**config.mk**
```make
export PLATFORM = sky130hd
export DESIGN_NAME = dual_io_window_decode
export DESIGN_NICKNAME = d
export VERILOG_FILES = /design/src/rtl/iowin_pkg.sv /design/src/rtl/iowin_ctrl.sv /design/src/rtl/iowin_regs.sv /design/src/rtl/iowin_match.sv /design/src/rtl/dual_io_window_decode.sv
export SDC_FILE = /design/constraint.sdc
export NUM_CORES = 1
export LEC_CHECK = 0
export BUFFER_PORTS_ARGS = -buffer_cell sky130_fd_sc_hd__buf_2
export CAP_MARGIN = 20
export CORE_MARGIN = 1
export CORE_UTILIZATION = 53
export CTS_CLUSTER_SIZE = 25
export DETAILED_ROUTE_END_ITERATION = 8
export PLACE_DENSITY = 0.85
export SKIP_LAST_GASP = 1
export SLEW_MARGIN = 0
export SYNTH_ARGS = -nofsm -noshare
export SYNTH_HDL_FRONTEND = slang
export SYNTH_HIERARCHICAL = 1
export SYNTH_SLANG_ARGS = --single-unit
```
**constraint.sdc**
```tcl
create_clock -name clk -period 5.3 [get_ports clk]
set_input_delay 1.59 -clock clk [delete_from_list [all_inputs] [get_ports clk]]
set_output_delay 1.59 -clock clk [all_outputs]
set_load 0.1 [all_outputs]
```
**src/rtl/iowin_pkg.sv**
```systemverilog
package iowin_pkg;

  localparam int NUM_WIN  = 2;
  localparam int ADDR_W   = 32;
  localparam int CMP_LSB  = 2;
  localparam int CMP_MSB  = 15;
  localparam int CMP_W    = CMP_MSB - CMP_LSB + 1;
  localparam int CFG_AW   = 6;
  localparam int FIRST_DW = 11;   // byte offset 2Ch / 4
  localparam int BE_W     = ADDR_W / 8;

  // Strobes from control to datapath, one bit per window each.
  typedef struct packed {
    logic [NUM_WIN-1:0] wrBase;
    logic [NUM_WIN-1:0] wrLimit;
    logic [NUM_WIN-1:0] rdBase;
    logic [NUM_WIN-1:0] rdLimit;
  } winStrobe_t;

  // Merge new data into a compare field, honouring byte-lane enables.
  function automatic logic [CMP_W-1:0] mergeLanes(
    input logic [CMP_W-1:0]  oldVal,
    input logic [ADDR_W-1:0] data,
    input logic [BE_W-1:0]   be
  );
    logic [CMP_W-1:0] res;
    res = oldVal;
    for (int i = CMP_LSB; i <= CMP_MSB; i++) begin
      if (be[i/8]) res[i-CMP_LSB] = data[i];
    end
    return res;
  endfunction

  // Place a compare field at its bus bit position; other bits read zero.
  function automatic logic [ADDR_W-1:0] placeField(input logic [CMP_W-1:0] f);
    return ADDR_W'(f) << CMP_LSB;
  endfunction

endpackage

```
**src/rtl/iowin_ctrl.sv**
```systemverilog
module iowin_ctrl
  import iowin_pkg::*;
(
  input  logic              clk,
  input  logic              rstN,
  input  logic              cfgSel,
  input  logic              cfgWrite,
  input  logic [CFG_AW-1:0] cfgDwordAddr,
  output winStrobe_t        strobe
);

  logic wrAccess;
  logic rdAccess;

  assign wrAccess = cfgSel && cfgWrite;
  assign rdAccess = cfgSel && !cfgWrite;

  // Window w: base at FIRST_DW + 2w, limit right after it.
  for (genvar w = 0; w < NUM_WIN; w++) begin : g_dec
    localparam logic [CFG_AW-1:0] BASE_DW  = CFG_AW'(FIRST_DW + 2*w);
    localparam logic [CFG_AW-1:0] LIMIT_DW = CFG_AW'(FIRST_DW + 2*w + 1);
    logic baseSel;
    logic limitSel;
    assign baseSel  = (cfgDwordAddr == BASE_DW);
    assign limitSel = (cfgDwordAddr == LIMIT_DW);
    assign strobe.wrBase[w]  = wrAccess && baseSel;
    assign strobe.wrLimit[w] = wrAccess && limitSel;
    assign strobe.rdBase[w]  = rdAccess && baseSel;
    assign strobe.rdLimit[w] = rdAccess && limitSel;
  end

  // at most one register is addressed per access
  a_r2_single_target: assert property (@(posedge clk) disable iff (!rstN)
    $onehot0({strobe.wrBase, strobe.wrLimit, strobe.rdBase, strobe.rdLimit}));

  // an offset outside the register block produces no strobe
  a_r2_outside_quiet: assert property (@(posedge clk) disable iff (!rstN)
    (cfgDwordAddr < CFG_AW'(FIRST_DW) || cfgDwordAddr >= CFG_AW'(FIRST_DW + 2*NUM_WIN))
    |-> (strobe == '0));

endmodule

```
**src/rtl/iowin_regs.sv**
```systemverilog
module iowin_regs
  import iowin_pkg::*;
(
  input  logic                          clk,
  input  logic                          rstN,
  input  winStrobe_t                    strobe,
  input  logic [ADDR_W-1:0]             wrData,
  input  logic [BE_W-1:0]               wrBe,
  output logic [NUM_WIN-1:0][CMP_W-1:0] baseQ,
  output logic [NUM_WIN-1:0][CMP_W-1:0] limitQ,
  output logic [ADDR_W-1:0]             rdData
);

  localparam logic [CMP_W-1:0] BASE_RST  = '1;
  localparam logic [CMP_W-1:0] LIMIT_RST = '0;

  for (genvar w = 0; w < NUM_WIN; w++) begin : g_win
    always_ff @(posedge clk or negedge rstN) begin
      if (!rstN) begin
        baseQ[w]  <= BASE_RST;
        limitQ[w] <= LIMIT_RST;
      end else begin
        if (strobe.wrBase[w])  baseQ[w]  <= mergeLanes(baseQ[w], wrData, wrBe);
        if (strobe.wrLimit[w]) limitQ[w] <= mergeLanes(limitQ[w], wrData, wrBe);
      end
    end

    // a write with neither low lane enabled leaves the register unchanged
    a_r4_base_lanes_off: assert property (@(posedge clk) disable iff (!rstN)
      (strobe.wrBase[w] && wrBe[1:0] == 2'b00) |=> $stable(baseQ[w]));
    a_r4_limit_lanes_off: assert property (@(posedge clk) disable iff (!rstN)
      (strobe.wrLimit[w] && wrBe[1:0] == 2'b00) |=> $stable(limitQ[w]));
    // registers move only when written
    a_r4_base_hold: assert property (@(posedge clk) disable iff (!rstN)
      !strobe.wrBase[w] |=> $stable(baseQ[w]));
  end

  always_comb begin
    rdData = '0;
    for (int w = 0; w < NUM_WIN; w++) begin
      if (strobe.rdBase[w])  rdData = rdData | placeField(baseQ[w]);
      if (strobe.rdLimit[w]) rdData = rdData | placeField(limitQ[w]);
    end
  end

  logic unusedWr;
  assign unusedWr = ^{wrData[ADDR_W-1:CMP_MSB+1], wrData[CMP_LSB-1:0], wrBe};

  // bits outside the compare field always read zero
  a_r3_fixed_bits_zero: assert property (@(posedge clk) disable iff (!rstN)
    rdData[ADDR_W-1:CMP_MSB+1] == '0 && rdData[CMP_LSB-1:0] == '0);

endmodule

```
**src/rtl/iowin_match.sv**
```systemverilog
module iowin_match
  import iowin_pkg::*;
(
  input  logic                          clk,
  input  logic                          rstN,
  input  logic                          decodeEn,
  input  logic [ADDR_W-1:0]             ioAddr,
  input  logic [NUM_WIN-1:0][CMP_W-1:0] baseQ,
  input  logic [NUM_WIN-1:0][CMP_W-1:0] limitQ,
  output logic [NUM_WIN-1:0]            winHit,
  output logic                          anyHit
);

  logic [CMP_W-1:0]   dwAddr;
  logic               upperClear;
  logic [NUM_WIN-1:0] rawHit;

  assign dwAddr     = ioAddr[CMP_MSB:CMP_LSB];
  assign upperClear = (ioAddr[ADDR_W-1:CMP_MSB+1] == '0);

  for (genvar w = 0; w < NUM_WIN; w++) begin : g_cmp
    logic aboveBase;
    logic belowLimit;
    assign aboveBase  = (dwAddr >= baseQ[w]);
    assign belowLimit = (dwAddr <= limitQ[w]);
    assign rawHit[w]  = decodeEn && upperClear && aboveBase && belowLimit;

    // an inverted window never matches
    a_r8_inverted_miss: assert property (@(posedge clk) disable iff (!rstN)
      (limitQ[w] < baseQ[w]) |-> !rawHit[w]);
  end

  // Fixed priority: lowest-numbered matching window wins.
  always_comb begin
    logic taken;
    taken  = 1'b0;
    winHit = '0;
    for (int w = 0; w < NUM_WIN; w++) begin
      if (rawHit[w] && !taken) begin
        winHit[w] = 1'b1;
        taken     = 1'b1;
      end
    end
  end

  assign anyHit = |rawHit;

  logic unusedLow;
  assign unusedLow = ^ioAddr[CMP_LSB-1:0];

  // at most one window reported
  a_r10_onehot: assert property (@(posedge clk) disable iff (!rstN)
    $onehot0(winHit));
  // the flag agrees with the one-hot vector
  a_r10_flag_match: assert property (@(posedge clk) disable iff (!rstN)
    anyHit == (winHit != '0));
  // window 0 takes precedence when it matches
  a_r10_prio: assert property (@(posedge clk) disable iff (!rstN)
    rawHit[0] |-> winHit[0]);
  // upper address half nonzero never hits
  a_r6_upper_miss: assert property (@(posedge clk) disable iff (!rstN)
    !upperClear |-> !anyHit);
  // decode disabled, nothing hits
  a_r7_disabled: assert property (@(posedge clk) disable iff (!rstN)
    !decodeEn |-> winHit == '0);

endmodule

```
**src/rtl/dual_io_window_decode.sv**
```systemverilog
module dual_io_window_decode
  import iowin_pkg::*;
(
  input  logic              clk,
  input  logic              rstN,
  input  logic              cfgSel,
  input  logic              cfgWrite,
  input  logic [CFG_AW-1:0] cfgDwordAddr,
  input  logic [ADDR_W-1:0] cfgWrData,
  input  logic [BE_W-1:0]   cfgByteEn,
  output logic [ADDR_W-1:0] cfgRdData,
  input  logic              ioDecodeEn,
  input  logic [ADDR_W-1:0] ioAddr,
  output logic [NUM_WIN-1:0] winHit,
  output logic              anyHit
);

  winStrobe_t                    strobe;
  logic [NUM_WIN-1:0][CMP_W-1:0] baseQ;
  logic [NUM_WIN-1:0][CMP_W-1:0] limitQ;

  iowin_ctrl u_ctrl (
    .clk          (clk),
    .rstN         (rstN),
    .cfgSel       (cfgSel),
    .cfgWrite     (cfgWrite),
    .cfgDwordAddr (cfgDwordAddr),
    .strobe       (strobe)
  );

  iowin_regs u_regs (
    .clk    (clk),
    .rstN   (rstN),
    .strobe (strobe),
    .wrData (cfgWrData),
    .wrBe   (cfgByteEn),
    .baseQ  (baseQ),
    .limitQ (limitQ),
    .rdData (cfgRdData)
  );

  iowin_match u_match (
    .clk      (clk),
    .rstN     (rstN),
    .decodeEn (ioDecodeEn),
    .ioAddr   (ioAddr),
    .baseQ    (baseQ),
    .limitQ   (limitQ),
    .winHit   (winHit),
    .anyHit   (anyHit)
  );

endmodule

```
==> impl_results.md, run 1 <==
- Share of post-route cells with drive strength above 1: 40.85%
- Pwr dens: 186.4 mW/mm²
- Share of total power in the clock network: 25.5%
- Rel. slew slack: 51.74%
- Syn avg cell area: 10.23 µm²
- Clk slew on worst S/H paths: 0.10 ns
- Crit path launch: ioAddr[7]
- Sequential area share after synthesis: 35.18%
- Final GP Congestion: 0.9230
- Post-DP HPWL: 7610 µm
- First-pass GRT wire length: 16280 µm
- H-tree level count: 2
- Final instance area: 0.005090 mm²
- Initial core utilization: 55.69%
- Synthesis-to-layout area growth: 24.67%
- Power, Total: 948.7 µW
- Fraction of power consumed by sequential logic: 49.8%
- Top cells by count, synth: ha_1 (56), mux2_2 (56), inv_1 (53)
- Root buf cell: clkbuf_8
- Fin crit share: 100.2%
- Post-Layout Cell Count: 591
- Inserted Clock Buffers: 5
- Number of synthesized flops with an enable pin: 0
- Slew Viols, Final: 0
- Initial antenna violation count: 0
- Met3 routed WL: 451 µm
- Synthesized area: 0.004083 mm²
- Setup crit end: winHit[1]
- RSZ-0062 raised after global routing: true
- Synth top area share: 18.02%
- Worst-Margin Slew: 0.7238 ns
- I/O Pins: 114
- Final worst path period need: 5.309 ns
- FF+latch count, synth: 56
- Final hold vios: 0
- Reg2reg start: u_regs/limitQ[6]$_DFFE_PN0P_
- Critical Path, Cell by Cell: buf_2 -> ha_1 -> and4_1 -> o21ai_1 -> or3b_1 -> a211o_1 -> a221oi_2 -> buf_4 -> nor2b_4 -> buf_12
- Async S/R FF share, synth: 100.0%
- Worst Skew: 0 ns
- Critical path's largest stage delay: 0.38 ns
- Row cnt: 31
- DP Worst Slack: -0.1126 ns
- Library cells used by synthesis: 40
- Status: complete, but fails checks
- P_leak: 2.315 nW
- Type of the worst setup path: in -> out
- CP arrival: 3.72 ns
- Hold_buf cts: 0
- Sw Pwr: 298.9 µW
- Comb pwr share: 24.7%
- Crit path max-delay cell type: or3b_1
- Cells after synthesis: 399
- CTS max path bufs: 2
- Failing checks: setup timing
- R2R Path End: u_regs/limitQ[6]$_DFFE_PN0P_
- Final #Nets: 626
- Met1 WL: 4512 µm
- Worst EP required: 3.71 ns
- Total GRT Usage: 25.44%
- Hold slack final: 0.5457 ns
- Via density: 5.584
- # Max-Cap Violations: 0
- Worst path buffer plus inverter count: 3
- Worst R2R Path Depth: 1
- Crit-path leading delay family: simple AND/OR/NAND/NOR gates
- DRT iter0 DRCs: 189
- WL final: 9971 µm
- Top FF cell, synth: dfstp_2
- Critical Path Stages: 10
- Worst Hold Class: reg -> reg
- TritonCTS clock tree: yes
- Final Setup Violations: 2
- Wire length on met2: 4857 µm
- Worst-Skew Late Latency: 0.31 ns
- Worst Slack Setup Final: -0.008626 ns
- Synth area leaders: dfstp_2 (18%), dfrtp_1 (17%), ha_1 (17%)
- Fmax: 0.1884 GHz
- Worst setup EP type: output pin
- Largest net degree at the start of global routing: 57
- Vias in the first global route: 3399
- Internal: 649.8 µW
- Yosys warnings: 6
- First drt pass iteration count: 6
- Critical path peak fanout: 2
- Die height: 89.77 µm
- Via count: 3300
- Reg2reg setup slack: 4.50 ns
- Placed instance area: 0.004946 mm²
- Ant diodes: 0
- # placed instances: 581
- Post-synth top area cell: dfstp_2
- Core Area: 0.007331 mm²
- Wire length per cell: 16.87 µm
- Sw frac: 31.50%
- Die area: 0.008058 mm²
- Clock sink total: 56
- DRC Markers: 0
- I/O Buffers: 73
- Routed Antenna Nets: 0
- Total grt overflow: 0
- VDD IR max: 0.0001177 V
- Top Layer Used: met4
- Die Wd: 89.77 µm
- Startpoint Class: primary input
-- timing repair --
| action | in CTS | in global routing |
|---|---|---|
| pin swaps | 3 | 7 |
| endpoints found under the setup margin | 2 | 3 |
| buffers inserted | 0 | 2 |
| gates resized for setup | 1 | 9 |
-- final cells by class --
class,instances,area [µm²]
Clock buffer,8,90.09
Tap cell,99,123.9
Inverter,53,198.9
Fill cell,519,2241
Timing Repair Buffer,90,777.0
Sequential cell,56,1436
Multi-Input combinational cell,285,2464
-- power groups by stage --
| stage | logic, mW | clock network (mW) | registers [mW] |
|---|---|---|---|
| 4_1_cts | 0.229 | 0.248 | 0.472 |
| 3_3_place_gp | 0.217 | 0 | 0.477 |
| 3_5_place_dp | 0.227 | 0 | 0.480 |
| 2_1_floorplan | 0.163 | 0 | 0.474 |
| 5_1_grt | 0.258 | 0.266 | 0.476 |
| 6_report | 0.234 | 0.242 | 0.472 |
-- routing by layer --
| metal | GRT usage (%) | up-vias |
|---|---|---|
| met5 | 0 | - |
| met4 | 7.104 | 0 |
| met3 | 4.569 | 12 |
| met1 | 32.15 | 1599 |
| met2 | 44.49 | 105 |
| li1 | - | 1584 |
-- worst min path at each step --
stage | slack [ns] | from | to | cells after the start
global route | 0.57 | u_regs/limitQ[25]$_DFFE_PN0P_ | u_regs/limitQ[25]$_DFFE_PN0P_ | 1
floorplan | 0.50 | u_regs/limitQ[10]$_DFFE_PN0P_ | u_regs/limitQ[10]$_DFFE_PN0P_ | 1
CTS | 0.55 | u_regs/limitQ[2]$_DFFE_PN0P_ | u_regs/limitQ[2]$_DFFE_PN0P_ | 1
finish | 0.55 | u_regs/limitQ[18]$_DFFE_PN0P_ | u_regs/limitQ[18]$_DFFE_PN0P_ | 1
detailed placement | 0.52 | u_regs/limitQ[5]$_DFFE_PN0P_ | u_regs/limitQ[5]$_DFFE_PN0P_ | 1
global placement | 0.52 | u_regs/limitQ[7]$_DFFE_PN0P_ | u_regs/limitQ[7]$_DFFE_PN0P_ | 1
-- layout by cell type (no fill, tap or decap), types with 3 or more instances in the layout --
master,Yosys,routed
buf_12,0,17
nand2_1,24,24
inv_1,53,53
buf_2,4,55
conb_1,1,18
nand2b_1,3,3
nor2_1,11,11
a21oi_1,18,17
a22oi_1,28,28
buf_4,18,11
nand2_2,4,4
nor4_1,5,4
mux2_2,56,56
a211oi_1,4,4
nand4_1,13,13
dfrtp_1,28,28
ha_1,56,51
nand3_1,8,8
a21o_1,4,4
buf_6,0,7
clkbuf_8,0,6
nor3_1,3,3
dfstp_2,28,28
o21ai_0,4,4
ha_4,0,5
-- registers in the layout (all words and copies together) (netlist names) --
register       count
u_regs/baseQ      28
u_regs/limitQ     28
-- kinds of logic (layout without fill, tap and decap cells) --
kind of cell	Yosys count	count (layout)	synth area share, %
compound gates	68	68	11.40
flops	56	56	35.18
other cells	1	18	0.09185
buf+inv	75	151	8.673
simple gates	87	87	12.04
fa+ha+maj	56	56	17.16
mux	56	56	15.45
-- stage by stage --
stage           TNS, ns  util (%)
2_1_floorplan   -0.7495         -
3_3_place_gp   -0.02578     67.47
3_5_place_dp    -0.1993     67.47
4_1_cts               0     68.78
5_1_grt         -0.1353     69.43
6_report       -0.01349     69.43
(Power assumes the default switching activity.)
==> run 2, diff against run 1 <==
--- a/config.mk
+++ b/config.mk
@@ -11,7 +11,9 @@
 export CORE_UTILIZATION = 53
 export CTS_CLUSTER_SIZE = 25
 export DETAILED_ROUTE_END_ITERATION = 8
+export GPL_ROUTABILITY_DRIVEN = 0
 export PLACE_DENSITY = 0.85
+export SETUP_SLACK_MARGIN = 0.4
 export SKIP_LAST_GASP = 1
 export SLEW_MARGIN = 0
 export SYNTH_ARGS = -nofsm -noshare
==> impl_results.md, run 2 (synthesis gave the netlist of run 1 again) <==
- Synthesis-to-layout area growth: 28.47%
- H-tree level count: 2
- Post-DP HPWL: 7545 µm
- CP arrival: 3.65 ns
- I/O Pins: 114
- Die Wd: 89.77 µm
- Hold_buf cts: 0
- Worst R2R Path Depth: 1
- Final hold vios: 0
- # Max-Cap Violations: 0
- First-pass GRT wire length: 17640 µm
- Share of post-route cells with drive strength above 1: 45.05%
- # placed instances: 581
- Most frequent cells in the layout: mux2_2 (56), inv_1 (53), buf_2 (51)
- Startpoint Class: primary input
- Final Setup Violations: 0
- Worst setup EP type: output pin
- WL final: 11010 µm
- Ant diodes: 0
- DRC Markers: 0
- Worst Hold Class: reg -> reg
- Worst-Margin Slew: 0.7003 ns
- CTS max path bufs: 2
- Pwr dens: 187.8 mW/mm²
- Met1 WL: 4276 µm
- Final #Nets: 629
- RSZ-0062 raised after global routing: true
- Total Neg Setup Slack: 0 ns
- Status: complete, no violations
- # fillers: 479
- Fin crit share: 98.92%
- Footprint of the multi-input gates: 0.002561 mm²
- Inserted Clock Buffers: 5
- Routed Antenna Nets: 0
- Post-Layout Cell Count: 594
- Wire length on met2: 5569 µm
- Clock sink total: 56
- Total GRT Usage: 27.92%
- Largest net degree at the start of global routing: 57
- Type of the worst setup path: in -> out
- First drt pass iteration count: 4
- Worst Skew: 0 ns
- Wire length per cell: 18.53 µm
- Slew Viols, Final: 0
- Die area: 0.008058 mm²
- Root buf cell: clkbuf_8
- Worst-Skew Late Latency: 0.30 ns
- Final core utilization: 71.55%
- Total grt overflow: 0
- Die height: 89.77 µm
- Initial core utilization: 55.69%
- Initial antenna violation count: 0
- Fmax: 0.1907 GHz
- Final worst path period need: 5.243 ns
- Via density: 5.855
- TritonCTS clock tree: yes
- Hold Path Stages: 1
- Top Layer Used: met4
- Core Area: 0.007331 mm²
- Met3 routed WL: 712 µm
- FF+latch area: 0.001436 mm²
- Vias in the first global route: 3643
- Via count: 3478
- P_leak: 2.339 nW
- Worst EP required: 3.71 ns
- DRT iter0 DRCs: 228
- VDD IR max: 0.00009660 V
- Rel. slew slack: 53.32%
- Row cnt: 31
- Most common cell after layout, fill and taps aside: mux2_2
- Critical path peak fanout: 2
- I/O Buffers: 73
- Leading registers by flop count: u_regs/baseQ x28, u_regs/limitQ x28
- Clk slew on worst S/H paths: 0.09 ns
run 2: changes by cell type in the layout (fill, tap and decap cells not counted), moves of 2 or more:
cell     change
nand2_2     +10
ha_1         -4
buf_4        +4
or3b_1       -2
nand2_1     -10
buf_2        -4
o31ai_2      +2
ha_4         +4
o31ai_1      -2
or3b_4       +2
buf_6        +2
run 2: critical path, stage by stage:
cell      delay [ns]
buf_4           0.13
ha_4            0.23
and4_1          0.21
o21ai_1         0.08
or3b_4          0.40
a211o_1         0.28
a221oi_2        0.24
buf_4           0.16
nor2b_4         0.15
buf_12          0.18
run 2: cell type report:
type | count | share of cell area (%)
Timing Repair Buffer | 93 | 15.72
Tap cell | 99 | 2.362
Inverter | 53 | 3.793
Multi-Input combinational cell | 285 | 48.83
Sequential cell | 56 | 27.39
Clock buffer | 8 | 1.908
run 2: what timing repair did:
item                                    in CTS  in global routing
setup buffers                                5                  0
endpoints found under the setup margin       3                  3
pin swaps                                   15                  6
gates resized for setup                     23                  4
run 2: final timing paths:
path | start | to | slack [ns]
max reg2reg | u_regs/limitQ[2]$_DFFE_PN0P_ | u_regs/limitQ[2]$_DFFE_PN0P_ | 4.49
max in group asynchronous | rstN | u_regs/limitQ[11]$_DFFE_PN0P_ | 3.43
max | ioAddr[5] | winHit[1] | 0.06
min | u_regs/limitQ[13]$_DFFE_PN0P_ | u_regs/limitQ[13]$_DFFE_PN0P_ | 0.55
min reg2reg | u_regs/limitQ[13]$_DFFE_PN0P_ | u_regs/limitQ[13]$_DFFE_PN0P_ | 0.55
min in group asynchronous | rstN | u_regs/limitQ[18]$_DFFE_PN0P_ | 1.39
run 2: per-layer routing:
| layer | global-route usage, % | vias up |
|---|---|---|
| met5 | 0 | - |
| met4 | 13.66 | 0 |
| met3 | 4.315 | 38 |
| met2 | 49.55 | 168 |
| met1 | 32.79 | 1680 |
| li1 | - | 1592 |
run 2: metrics by stage:
| step | area [µm²] | total power [mW] | hold WS (ns) | setup slack, ns |
|---|---|---|---|---|
| CTS | 5225 | 0.9752 | 0.5477 | 0.06045 |
| finish | 5245 | 0.9852 | 0.5459 | 0.05739 |
| floorplan | 4263 | 0.6367 | 0.5028 | -0.4411 |
| global route | 5245 | 1.032 | 0.5620 | 0.02766 |
| global placement | 4971 | 0.6929 | 0.5166 | -0.03243 |
| detailed placement | 4971 | 0.7050 | 0.5236 | -0.05964 |
run 2: report_power, final:
part	switching [mW]	internal (mW)
logic	0.158	0.0971
registers	0.0167	0.456
clock network	0.138	0.120
total	0.312	0.673
